File: config.mk
export PLATFORM = sky130hd
export DESIGN_NAME = sg_chain_walker
export DESIGN_NICKNAME = d
export VERILOG_FILES = /design/src/rtl/sg_walker_pkg.sv /design/src/rtl/sg_walker_regs.sv /design/src/rtl/sg_desc_store.sv /design/src/rtl/sg_walker_fsm.sv /design/src/rtl/sg_chain_walker.sv
export SDC_FILE = /design/constraint.sdc
export NUM_CORES = 1
export LEC_CHECK = 0
export CAP_MARGIN = 40
export CORE_MARGIN = 5
export CORE_UTILIZATION = 45
export DETAILED_ROUTE_END_ITERATION = 7
export DONT_BUFFER_PORTS = 1
export GPL_TIMING_DRIVEN = 0
export PLACE_DENSITY = 0.66
export SLEW_MARGIN = 10
export SYNTH_ARGS = -nofsm -noshare
export SYNTH_HDL_FRONTEND = slang
export SYNTH_SLANG_ARGS = --single-unit
File: constraint.sdc
create_clock -name clk -period 10.2 [get_ports clk]
set_input_delay 2.04 -clock clk [delete_from_list [all_inputs] [get_ports clk]]
set_output_delay 2.04 -clock clk [all_outputs]
set_load 0.01 [all_outputs]
File: src/rtl/sg_walker_pkg.sv
package sg_walker_pkg;
  typedef enum logic [1:0] {
    ST_IDLE,
    ST_WAIT,
    ST_OFFER,
    ST_ACTIVE
  } walk_state_e;

  localparam logic [1:0] SEL_CTRL   = 2'd0;
  localparam logic [1:0] SEL_PTR_LO = 2'd1;
  localparam logic [1:0] SEL_PTR_HI = 2'd2;
  localparam logic [1:0] SEL_CUR_ID = 2'd3;

  // word positions inside one descriptor
  localparam int unsigned WI_FLAGS  = 0;
  localparam int unsigned WI_ID     = 1;
  localparam int unsigned WI_DST    = 2;
  localparam int unsigned WI_SRC    = 4;
  localparam int unsigned WI_NEXT   = 6;
  localparam int unsigned WI_ROWS   = 8;
  localparam int unsigned WI_ROWLEN = 9;
  localparam int unsigned WI_SSTR   = 10;
  localparam int unsigned WI_DSTR   = 11;
  localparam int unsigned KEPT_WORDS = 12;

  localparam int unsigned FLAG_LAST_BIT = 0;
  localparam int unsigned FLAG_IRQ_BIT  = 1;
endpackage

File: src/rtl/sg_walker_regs.sv
module sg_walker_regs
  import sg_walker_pkg::*;
#(
  parameter int unsigned WORD_W     = 32,
  parameter int unsigned ALIGN_BITS = 6
) (
  input  logic                  clk,
  input  logic                  rst,
  input  logic                  wr_en_i,
  input  logic [1:0]            sel_i,
  input  logic [WORD_W-1:0]     wdata_i,
  input  logic [WORD_W-1:0]     cur_id_i,
  input  logic                  idle_i,
  output logic [WORD_W-1:0]     rdata_o,
  output logic                  run_o,
  output logic                  sg_mode_o,
  output logic [2*WORD_W-1:0]   start_ptr_o,
  output logic                  go_o
);
  localparam int unsigned PTR_W = 2 * WORD_W;

  logic                     run_q, sgm_q;
  logic [WORD_W-1:ALIGN_BITS] ptr_lo_q;
  logic [WORD_W-1:0]        ptr_hi_q;
  logic [WORD_W-1:0]        rdata_q;
  logic                     ctrl_wr, lo_wr, hi_wr;

  assign ctrl_wr = wr_en_i && (sel_i == SEL_CTRL);
  assign lo_wr   = wr_en_i && (sel_i == SEL_PTR_LO);
  assign hi_wr   = wr_en_i && (sel_i == SEL_PTR_HI);

  always_ff @(posedge clk) begin
    if (rst) begin
      run_q    <= 1'b0;
      sgm_q    <= 1'b0;
      ptr_lo_q <= '0;
      ptr_hi_q <= '0;
    end else begin
      if (ctrl_wr) begin
        run_q <= wdata_i[0];
        sgm_q <= wdata_i[1];
      end
      if (lo_wr) ptr_lo_q <= wdata_i[WORD_W-1:ALIGN_BITS];
      if (hi_wr) ptr_hi_q <= wdata_i;
    end
  end

  always_ff @(posedge clk) begin
    if (rst) begin
      rdata_q <= '0;
    end else begin
      unique case (sel_i)
        SEL_CTRL:   rdata_q <= {{(WORD_W-2){1'b0}}, sgm_q, run_q};
        SEL_PTR_LO: rdata_q <= {ptr_lo_q, {ALIGN_BITS{1'b0}}};
        SEL_PTR_HI: rdata_q <= ptr_hi_q;
        default:    rdata_q <= cur_id_i;
      endcase
    end
  end

  assign rdata_o     = rdata_q;
  assign run_o       = run_q;
  assign sg_mode_o   = sgm_q;
  assign start_ptr_o = PTR_W'({ptr_hi_q, ptr_lo_q, {ALIGN_BITS{1'b0}}});
  assign go_o        = ctrl_wr && wdata_i[0] && wdata_i[1] && idle_i;

  // the low pointer word only moves on its own write
  p_ptr_lo_hold_r2: assert property (@(posedge clk) disable iff (rst)
    !lo_wr |=> $stable(ptr_lo_q));
  // launch only when both mode bits land while idle
  p_go_from_idle_r3: assert property (@(posedge clk) disable iff (rst)
    go_o |=> (run_q && sgm_q));
endmodule

File: src/rtl/sg_desc_store.sv
module sg_desc_store #(
  parameter int unsigned WORD_W = 32,
  parameter int unsigned IDX_W  = 4,
  parameter int unsigned KEPT   = 12
) (
  input  logic                         clk,
  input  logic                         we_i,
  input  logic [IDX_W-1:0]             idx_i,
  input  logic [WORD_W-1:0]            wdata_i,
  output logic [KEPT-1:0][WORD_W-1:0]  words_o
);
  // one register per kept word; padding indices write nothing
  for (genvar g = 0; g < KEPT; g++) begin : g_word
    logic [WORD_W-1:0] w_q;
    always_ff @(posedge clk) begin
      if (we_i && (idx_i == IDX_W'(g))) w_q <= wdata_i;
    end
    assign words_o[g] = w_q;
  end
endmodule

File: src/rtl/sg_walker_fsm.sv
module sg_walker_fsm
  import sg_walker_pkg::*;
#(
  parameter int unsigned PTR_W      = 64,
  parameter int unsigned WORD_W     = 32,
  parameter int unsigned DESC_WORDS = 16,
  parameter int unsigned ALIGN_BITS = 6
) (
  input  logic                           clk,
  input  logic                           rst,
  input  logic                           go_i,
  input  logic                           run_i,
  input  logic                           sg_mode_i,
  input  logic [PTR_W-1:0]               start_ptr_i,
  input  logic                           mem_rsp_valid_i,
  input  logic                           seg_ready_i,
  input  logic                           seg_done_i,
  input  logic                           flag_last_i,
  input  logic                           flag_irq_i,
  input  logic [PTR_W-1:0]               next_ptr_i,
  input  logic [WORD_W-1:0]              seg_id_i,
  output logic                           mem_req_o,
  output logic [PTR_W-1:0]               mem_addr_o,
  output logic                           store_we_o,
  output logic [$clog2(DESC_WORDS)-1:0]  store_idx_o,
  output logic                           seg_valid_o,
  output logic                           irq_o,
  output logic [WORD_W-1:0]              cur_id_o,
  output logic                           idle_o
);
  localparam int unsigned IDX_W      = $clog2(DESC_WORDS);
  localparam int unsigned WORD_BYTES = WORD_W / 8;
  localparam logic [PTR_W-1:0] ALIGN_MASK = ~PTR_W'((64'd1 << ALIGN_BITS) - 64'd1);
  localparam logic [IDX_W-1:0] LAST_IDX   = IDX_W'(DESC_WORDS - 1);

  walk_state_e           state_q;
  logic [IDX_W-1:0]      idx_q;
  logic [PTR_W-1:0]      addr_q;
  logic                  req_q, valid_q, irq_q;
  logic [WORD_W-1:0]     cur_id_q;
  logic                  keep_going;

  assign keep_going = run_i && sg_mode_i && !flag_last_i;

  always_ff @(posedge clk) begin
    if (rst) begin
      state_q  <= ST_IDLE;
      idx_q    <= '0;
      addr_q   <= '0;
      req_q    <= 1'b0;
      valid_q  <= 1'b0;
      irq_q    <= 1'b0;
      cur_id_q <= '0;
    end else begin
      req_q <= 1'b0;
      irq_q <= 1'b0;
      unique case (state_q)
        ST_IDLE: begin
          if (go_i) begin
            addr_q  <= start_ptr_i & ALIGN_MASK;
            idx_q   <= '0;
            req_q   <= 1'b1;
            state_q <= ST_WAIT;
          end
        end
        ST_WAIT: begin
          if (mem_rsp_valid_i) begin
            if (idx_q == LAST_IDX) begin
              valid_q <= 1'b1;
              state_q <= ST_OFFER;
            end else begin
              idx_q  <= idx_q + 1'b1;
              addr_q <= addr_q + PTR_W'(WORD_BYTES);
              req_q  <= 1'b1;
            end
          end
        end
        ST_OFFER: begin
          if (seg_ready_i) begin
            valid_q  <= 1'b0;
            cur_id_q <= seg_id_i;
            state_q  <= ST_ACTIVE;
          end
        end
        default: begin
          if (seg_done_i) begin
            irq_q <= flag_irq_i;
            if (keep_going) begin
              addr_q  <= next_ptr_i & ALIGN_MASK;
              idx_q   <= '0;
              req_q   <= 1'b1;
              state_q <= ST_WAIT;
            end else begin
              state_q <= ST_IDLE;
            end
          end
        end
      endcase
    end
  end

  assign mem_req_o   = req_q;
  assign mem_addr_o  = addr_q;
  assign store_we_o  = (state_q == ST_WAIT) && mem_rsp_valid_i;
  assign store_idx_o = idx_q;
  assign seg_valid_o = valid_q;
  assign irq_o       = irq_q;
  assign cur_id_o    = cur_id_q;
  assign idle_o      = (state_q == ST_IDLE);

  // each word request is a single-cycle pulse
  p_req_single_r4: assert property (@(posedge clk) disable iff (rst)
    req_q |=> !req_q);
  // an offered segment stays offered until taken
  p_valid_hold_r5: assert property (@(posedge clk) disable iff (rst)
    (valid_q && !seg_ready_i) |=> valid_q);
  // no fetching while a segment is offered
  p_no_fetch_offer_r6: assert property (@(posedge clk) disable iff (rst)
    valid_q |-> !req_q);
  // interrupt is one cycle wide and follows a completion
  p_irq_single_r7: assert property (@(posedge clk) disable iff (rst)
    irq_q |=> !irq_q);
  p_irq_cause_r7: assert property (@(posedge clk) disable iff (rst)
    irq_q |-> $past(seg_done_i));
endmodule

File: src/rtl/sg_chain_walker.sv
module sg_chain_walker
  import sg_walker_pkg::*;
#(
  parameter int unsigned WORD_W     = 32,
  parameter int unsigned DESC_WORDS = 16,
  parameter int unsigned ALIGN_BITS = 6
) (
  input  logic                 clk,
  input  logic                 rst,
  input  logic                 reg_wr_en,
  input  logic [1:0]           reg_sel,
  input  logic [WORD_W-1:0]    reg_wdata,
  output logic [WORD_W-1:0]    reg_rdata,
  output logic                 mem_req,
  output logic [2*WORD_W-1:0]  mem_addr,
  input  logic                 mem_rsp_valid,
  input  logic [WORD_W-1:0]    mem_rsp_data,
  output logic                 seg_valid,
  input  logic                 seg_ready,
  output logic [WORD_W-1:0]    seg_id,
  output logic [2*WORD_W-1:0]  seg_dst_addr,
  output logic [2*WORD_W-1:0]  seg_src_addr,
  output logic [WORD_W-1:0]    seg_rows,
  output logic [WORD_W-1:0]    seg_row_len,
  output logic [WORD_W-1:0]    seg_src_stride,
  output logic [WORD_W-1:0]    seg_dst_stride,
  input  logic                 seg_done,
  output logic                 irq
);
  localparam int unsigned PTR_W = 2 * WORD_W;
  localparam int unsigned IDX_W = $clog2(DESC_WORDS);

  logic                              go, run, sg_mode, idle;
  logic [PTR_W-1:0]                  start_ptr;
  logic [WORD_W-1:0]                 cur_id;
  logic                              store_we;
  logic [IDX_W-1:0]                  store_idx;
  logic [KEPT_WORDS-1:0][WORD_W-1:0] words;
  logic [PTR_W-1:0]                  next_ptr;
  logic                              unused_flag_bits;

  assign next_ptr         = {words[WI_NEXT+1], words[WI_NEXT]};
  assign unused_flag_bits = ^words[WI_FLAGS][WORD_W-1:2];

  sg_walker_regs #(
    .WORD_W(WORD_W), .ALIGN_BITS(ALIGN_BITS)
  ) i_regs (
    .clk(clk), .rst(rst),
    .wr_en_i(reg_wr_en), .sel_i(reg_sel), .wdata_i(reg_wdata),
    .cur_id_i(cur_id), .idle_i(idle),
    .rdata_o(reg_rdata), .run_o(run), .sg_mode_o(sg_mode),
    .start_ptr_o(start_ptr), .go_o(go)
  );

  sg_desc_store #(
    .WORD_W(WORD_W), .IDX_W(IDX_W), .KEPT(KEPT_WORDS)
  ) i_store (
    .clk(clk), .we_i(store_we), .idx_i(store_idx),
    .wdata_i(mem_rsp_data), .words_o(words)
  );

  sg_walker_fsm #(
    .PTR_W(PTR_W), .WORD_W(WORD_W),
    .DESC_WORDS(DESC_WORDS), .ALIGN_BITS(ALIGN_BITS)
  ) i_fsm (
    .clk(clk), .rst(rst),
    .go_i(go), .run_i(run), .sg_mode_i(sg_mode), .start_ptr_i(start_ptr),
    .mem_rsp_valid_i(mem_rsp_valid),
    .seg_ready_i(seg_ready), .seg_done_i(seg_done),
    .flag_last_i(words[WI_FLAGS][FLAG_LAST_BIT]),
    .flag_irq_i(words[WI_FLAGS][FLAG_IRQ_BIT]),
    .next_ptr_i(next_ptr), .seg_id_i(words[WI_ID]),
    .mem_req_o(mem_req), .mem_addr_o(mem_addr),
    .store_we_o(store_we), .store_idx_o(store_idx),
    .seg_valid_o(seg_valid), .irq_o(irq),
    .cur_id_o(cur_id), .idle_o(idle)
  );

  assign seg_id         = words[WI_ID];
  assign seg_dst_addr   = {words[WI_DST+1], words[WI_DST]};
  assign seg_src_addr   = {words[WI_SRC+1], words[WI_SRC]};
  assign seg_rows       = words[WI_ROWS];
  assign seg_row_len    = words[WI_ROWLEN];
  assign seg_src_stride = words[WI_SSTR];
  assign seg_dst_stride = words[WI_DSTR];
endmodule

# Word level (Yosys, flattened, before mapping)
# Index checks and enable logic that the tools add are counted.
[totals]
wordCells = 113
output_inout_bits = 387
register_bits = 551
[op_classes]
n_mux = 30
n_bitwise = 2
add_sub_neg = 2
reduce_logical = 34
eq_ne = 21
[ops]
columns = ["cell", "count"]
rows = [
  ["2-to-1 mux 64 bit", 5],
  ["case mux 64 bit (3 select lines)", 1],
  ["case mux 32 bit (3 select lines)", 1],
  ["adder 64 x 3 -> 64 bit, second input constant", 1],
  ["logical AND 1 bit", 21],
  ["== test 4 bit, second input constant", 5],
  ["2-to-1 mux 4 bit", 5],
  ["== test 4 x 3 -> 1 bit, second input constant", 4],
  ["case mux 4 bit (3 select lines)", 1],
  ["2-to-1 mux 2 bit", 5],
  ["2-to-1 mux 1 bit", 9],
  ["== test 4 x 2 -> 1 bit, second input constant", 2],
  ["!= test 2 bit, second input constant", 4],
  ["case mux 2 bit (3 select lines)", 1],
  ["AND reduction 6 bit", 1],
  ["nonzero test 3 bit", 2],
  ["AND reduction 5 bit", 1],
  ["OR reduction 5 bit", 1],
  ["adder 4 x 1 -> 4 bit, second input constant", 1],
  ["== test 2 x 1 -> 1 bit, second input constant", 2],
  ["== test 2 bit, second input constant", 2],
  ["== test 4 x 1 -> 1 bit, second input constant", 1],
  ["zero test 2 bit", 2],
  ["zero test 4 bit", 1],
  ["9 further kinds", 10],
]

# Longest topological paths before layout
[logic_depth]
depth_word = 7
mapped_depth = 11
mapped_depth_nobuf = 8

# Cells and area by module
# Synthesis repeated with hierarchy kept, for this count alone.
[hier_totals]
cells_unflattened = 1558
hier_area_um2 = 21494.4
[by_module_without_submodules]
columns = ["mod", "seq_area_each_um2", "n_inst", "area_each_um2", "cells_per_inst"]
rows = [
  ["sg_desc_store", 11531.1, 1, 11633.7, 403],
  ["sg_walker_fsm", 2062.0, 1, 6047.0, 804],
  ["sg_walker_regs", 1841.8, 1, 3813.7, 351],
]

# Least setup slack after synthesis
# No wires, ideal clock.
[synth_path]
kind = "input to register"
from = "input mem_rsp_valid"
to = "register i_store.g_word[2].w_q[0], enable pin"
arrival_ns = 4.371
required_time_ns = 9.739
setup_slack_ns = 5.368
setup_time_ns = 0.461
n_path_buf = 0
cell_stages = 2
cell_sequence = "nand3_1 nor3_1"
[synth_between]
elab_chain_len = 2
[synth_rtl]
columns = ["element", "line_no", "text"]
rows = [
  ["from (decl)", "sg_chain_walker.sv:16", "input logic mem_rsp_valid,"],
  ["logical AND 1 bit", "sg_walker_fsm.sv:104", "assign store_we_o = (state_q == ST_WAIT) && mem_rsp_valid_i;"],
  ["logical AND 1 bit", "sg_desc_store.sv:16", "if (we_i && (idx_i == IDX_W'(g))) w_q <= wdata_i;"],
  ["to (signal assigned)", "sg_desc_store.sv:16", ""],
  ["to (decl)", "sg_desc_store.sv:14", "logic [WORD_W-1:0] w_q;"],
]
# No other way between the ends.
# A chain may end at the register's enable or synchronous reset.

# Final worst setup path
[layout_path]
from = "register i_fsm.state_q[1]"
to = "register i_store.g_word[2].w_q[14], enable pin"
[layout_between]
elab_chain_len = 3
[layout_rtl]
columns = ["element", "line_no", "text"]
rows = [
  ["from (decl)", "sg_walker_fsm.sv:36", "walk_state_e state_q;"],
  ["from (signal assigned)", "sg_walker_fsm.sv:47", "state_q <= ST_IDLE;"],
  ["from (signal assigned)", "sg_walker_fsm.sv:63", "state_q <= ST_WAIT;"],
  ["from (signal assigned)", "sg_walker_fsm.sv:70", "state_q <= ST_OFFER;"],
  ["== test 2 x 1 -> 1 bit", "sg_walker_fsm.sv:104", ""],
  ["logical AND 1 bit", "sg_walker_fsm.sv:104", ""],
  ["logical AND 1 bit", "sg_desc_store.sv:16", ""],
]
# No other way between the ends.

==> out/summary.log <==
qor: status.result_of_the_run finished clean
qor: synth.synth.avg_cell_area 12.83 um^2
qor: synth.yosys.area.top_type_share 0.5237
qor: worst_setup_path.cell_by_cell_listing_of_the_critical_path inv_1 > ha_1 > clkbuf_1 > clkbuf_1 > buf_1 > nand3_1 > nor3_2 > buf_6 > buf_4 > buf_4 > buf_6
qor: sta.clock_skew 20.31 ps
qor: clock_network.max-clock-path-buffers 3
qor: worst_setup_path.critical_path.max_fanout 10
qor: synth.yosys.area.top_type sky130_fd_sc_hd__edfxtp_1
qor: worst_setup_path.crit_path_required_time 10500 ps
qor: synth.synth_seq_area_share 0.7193
qor: floorplan.floorplan.initialDensity 0.4532
qor: synth.synthesis.area 19950 um^2
qor: floorplan.top_level_ports 459
qor: sta.slew_viol_final 0
qor: placement.place.detailed.hpwl 50510 um
qor: synth.yosys-mux-area-fraction 0.02119
qor: placement.io_buffers 0
qor: worst_setup_path.end_kind flip-flop
qor: clock_network.clk_transition_reported_paths 60 ps
qor: synth.number_of_flip_flops_and_latches_in_the_synthesized_netlist 543
qor: synth.ys_dominant_reg_cell sky130_fd_sc_hd__edfxtp_1
qor: clock_network.cts_resized 0
qor: worst_setup_path.setup.worst_path.start_class flip-flop
qor: global_routing.grt_pass1_wl 96720 um
qor: clock_network.cts_inserted_buffers 53
qor: synth.synthSimpleGateAreaFrac 0.1105
qor: global_routing.initial_antenna_violation_count 7
qor: floorplan.die_width 220.6 um
qor: synth.dominant_combinational_cell_family_by_area_after_synthesis compound AO/OA/AOI/OAI gates
qor: synth.synth_top_cells_by_area sky130_fd_sc_hd__edfxtp_1 (52%), sky130_fd_sc_hd__dfxtp_1 (20%), sky130_fd_sc_hd__nand2_1 (4.5%)
qor: global_routing.track_usage 0.2748
qor: sta.achievable-frequency 212.8 MHz
qor: power_and_ir_drop.p_per_area 197.7 nW/um^2
qor: sta.layout_worst_path_cycle_share 0.4608
qor: floorplan.floorplan.die_area 48650 um^2
qor: global_routing.maximum_number_of_pins_on_one_net_before_global_route_repair 26
qor: cells_and_area.insertedDiodeCount 0
qor: cells_and_area.post_route_cells_drive_above_1_share 0.09672
qor: cells_and_area.final_core_utilization 0.5180
qor: detailed_routing.antenna_left 0
qor: power_and_ir_drop.ir_worst_vdd 139.8 uV
qor: clock_network.clockRootBuffer sky130_fd_sc_hd__clkbuf_16
qor: worst_setup_path.cp_slowest_stage_delay 680 ps
qor: sta.grt_setup_unrepaired false
qor: cells_and_area.mostFrequentLayoutCell sky130_fd_sc_hd__edfxtp_1
qor: clock_network.clock_insertion_delay_worst_skew 600 ps
qor: synth.yosys.cell_types.count 70
qor: hold_path.hp-class reg -> reg
qor: detailed_routing.drt_iter0_drc 2081
qor: worst_setup_path.start_to_end_type_of_the_worst_setup_path reg -> reg
qor: power_and_ir_drop.fin_total_pwr 4.509 mW
qor: detailed_routing.drt-wirelength-per-cell 30.74 um
qor: placement.finalWeightedCongestion 0.9687
qor: sta.max_slew.worst_pin.slew 1010 ps
qor: sta.hold_slack 454.7 ps
qor: placement.placed_area 21040 um^2
qor: global_routing.grt-ovfl-total 0
qor: synth.synth-async-reset-ratio 0
qor: synth.synth_cells 1555
qor: synth.post_synth_xor_area_fraction 0.001317
qor: cells_and_area.areaGrowthSynthToFinish 14.29%
qor: floorplan.vertical_die_dimension 220.6 um
qor: cells_and_area.fillerInstances 3724
qor: synth.synth_compound_area_frac 0.1172
qor: sta.timing_hold_violations_final 0
qor: floorplan.area_of_the_placeable_core 44030 um^2
qor: cells_and_area.layout.nets 1712
qor: cells_and_area.mostFrequentLayoutCells sky130_fd_sc_hd__edfxtp_1 (348), sky130_fd_sc_hd__nand2_1 (241), sky130_fd_sc_hd__dfxtp_1 (195)
qor: detailed_routing.drcViolationCount 0
qor: detailed_routing.dr.pass1.iters 8
qor: cells_and_area.finish.instance_area 22810 um^2
qor: synth.yosys.area_share.adder 0.005643
qor: synth.ys_warn_count 0
qor: clock_network.clkSinkCount 543
qor: clock_network.post-cts-setup-buffer-count 0
qor: job.cap_viol_max_count 0
qor: detailed_routing.count_of_vias_placed_by_the_detailed_router 14150
qor: detailed_routing.route.detailed.vias_per_inst 6.243
qor: worst_setup_path.worstPathArrival 5000 ps
qor: clock_network.cts_hold_repair.buffers 0
qor: sta.timing.max_slew.rel_slack 0.3269
qor: sta.final-setup-viol-count 0
qor: sta.fin_tns_setup 0 ps
qor: global_routing.grt_pass1_vias 13080
qor: worst_setup_path.cpMaxStageDelayCell sky130_fd_sc_hd__nor3_2
qor: sta.final.min_clock_period 4700 ps
qor: synth.synth_edf_count 348
qor: clock_network.cts-htree-levels 2
qor: detailed_routing.drt_wl_total 69690 um
qor: floorplan.placementRows 77
qor: clock_network.tritoncts_clock_tree yes
qor: power_and_ir_drop.static-leakage-power 7.202 nW
-- power breakdown --
part	switching, mW	internal, mW
clock network	0.829	1.15
registers	0.0231	2.35
logic	0.117	0.0427
total	0.969	3.54
-- per-layer routing --
layer,vias up,wire (um),GRT usage
met1,7033,25940,0.3653
met2,1015,31390,0.4171
li1,5953,-,-
met3,144,9688,0.1064
met5,-,57,0
met4,8,2615,0.09262
-- worst max-delay path: cells and delay by family (launching register included) --
| family | cells | cell delay [ps] |
|---|---|---|
| simple gates | 2 | 1080 |
| buf+inv | 8 | 2660 |
| flops | 1 | 360 |
| fa+ha+maj | 1 | 260 |
-- flip-flops by register name, summed over array words and instances, names as in the netlist --
| name | cells |
|---|---|
| i_fsm.mem_req_o | 1 |
| i_regs.run_o | 1 |
| i_regs.rdata_o | 32 |
| i_fsm.mem_addr_o | 62 |
| i_regs.sg_mode_o | 1 |
| i_regs.ptr_hi_q | 32 |
| i_store.g_word.w_q | 348 |
| i_fsm.seg_valid_o | 1 |
| i_fsm.irq_o | 1 |
| i_fsm.cur_id_o | 32 |
| i_regs.ptr_lo_q | 26 |
| i_fsm.store_idx_o | 4 |
| i_fsm.state_q | 2 |
-- logic make-up after synthesis --
family	after synthesis
AO/OA/AOI/OAI	358
XOR/XNOR	3
adder cells (fa/ha/maj)	9
buffers and inverters	121
flip-flops	543
multiplexers	39
other	1
AND/OR/NAND/NOR	481
-- cell type report --
type / instances / area (um^2) / share of cell area
flip-flops and latches: 543 / 14350 / 0.6294
multi-input cells: 892 / 5189 / 0.2275
repair buffers: 20 / 269.0 / 0.01180
plain buffers: 98 / 404.1 / 0.01772
clock inverters: 30 / 326.6 / 0.01432
well taps: 592 / 740.7 / 0.03248
inverters: 23 / 86.33 / 0.003786
clock buffers: 69 / 1436 / 0.06298
-- cells in the mapped netlist, drive strengths merged (4+ instances only) --
cell,number
mux2i,13
nand3,34
a22oi,62
or4,5
buf,21
and2,4
a22o,8
ha,9
a21oi,135
dfxtp,195
nand4,31
a32o,4
o31a,6
o32ai,11
a221o,12
o31ai,5
nor2b,4
o211ai,10
and3,9
nor3,26
a221oi,8
clkbuf,77
nand2b,4
a21o,7
and4,6
nor4,11
nor2,92
inv,22
mux2,26
o22ai,7
a31oi,7
nand2,241
edfxtp,348
o2bb2ai,6
o21ai,46
o21a,5
-- metrics by stage --
stage | std cells | setup WS (ps)
6_report | 2267 | 5500
5_1_grt | 2267 | 5444
4_1_cts | 2267 | 5620
3_5_place_dp | 2168 | 5434
3_3_place_gp | 2148 | 2833
2_1_floorplan | 1556 | 5368
-- worst paths after layout --
check,startpoint,to,slack (ps),cells past startpoint
setup / recovery,i_fsm.state_q[1],i_store.g_word[2].w_q[14],5500,11
hold / removal,i_fsm.cur_id_o[16],i_fsm.cur_id_o[16],450,2
setup reg to reg,i_fsm.state_q[1],i_store.g_word[2].w_q[14],5500,11
hold reg to reg,i_fsm.cur_id_o[16],i_fsm.cur_id_o[16],450,2
No activity file was read; power rests on OpenSTA's default activity.
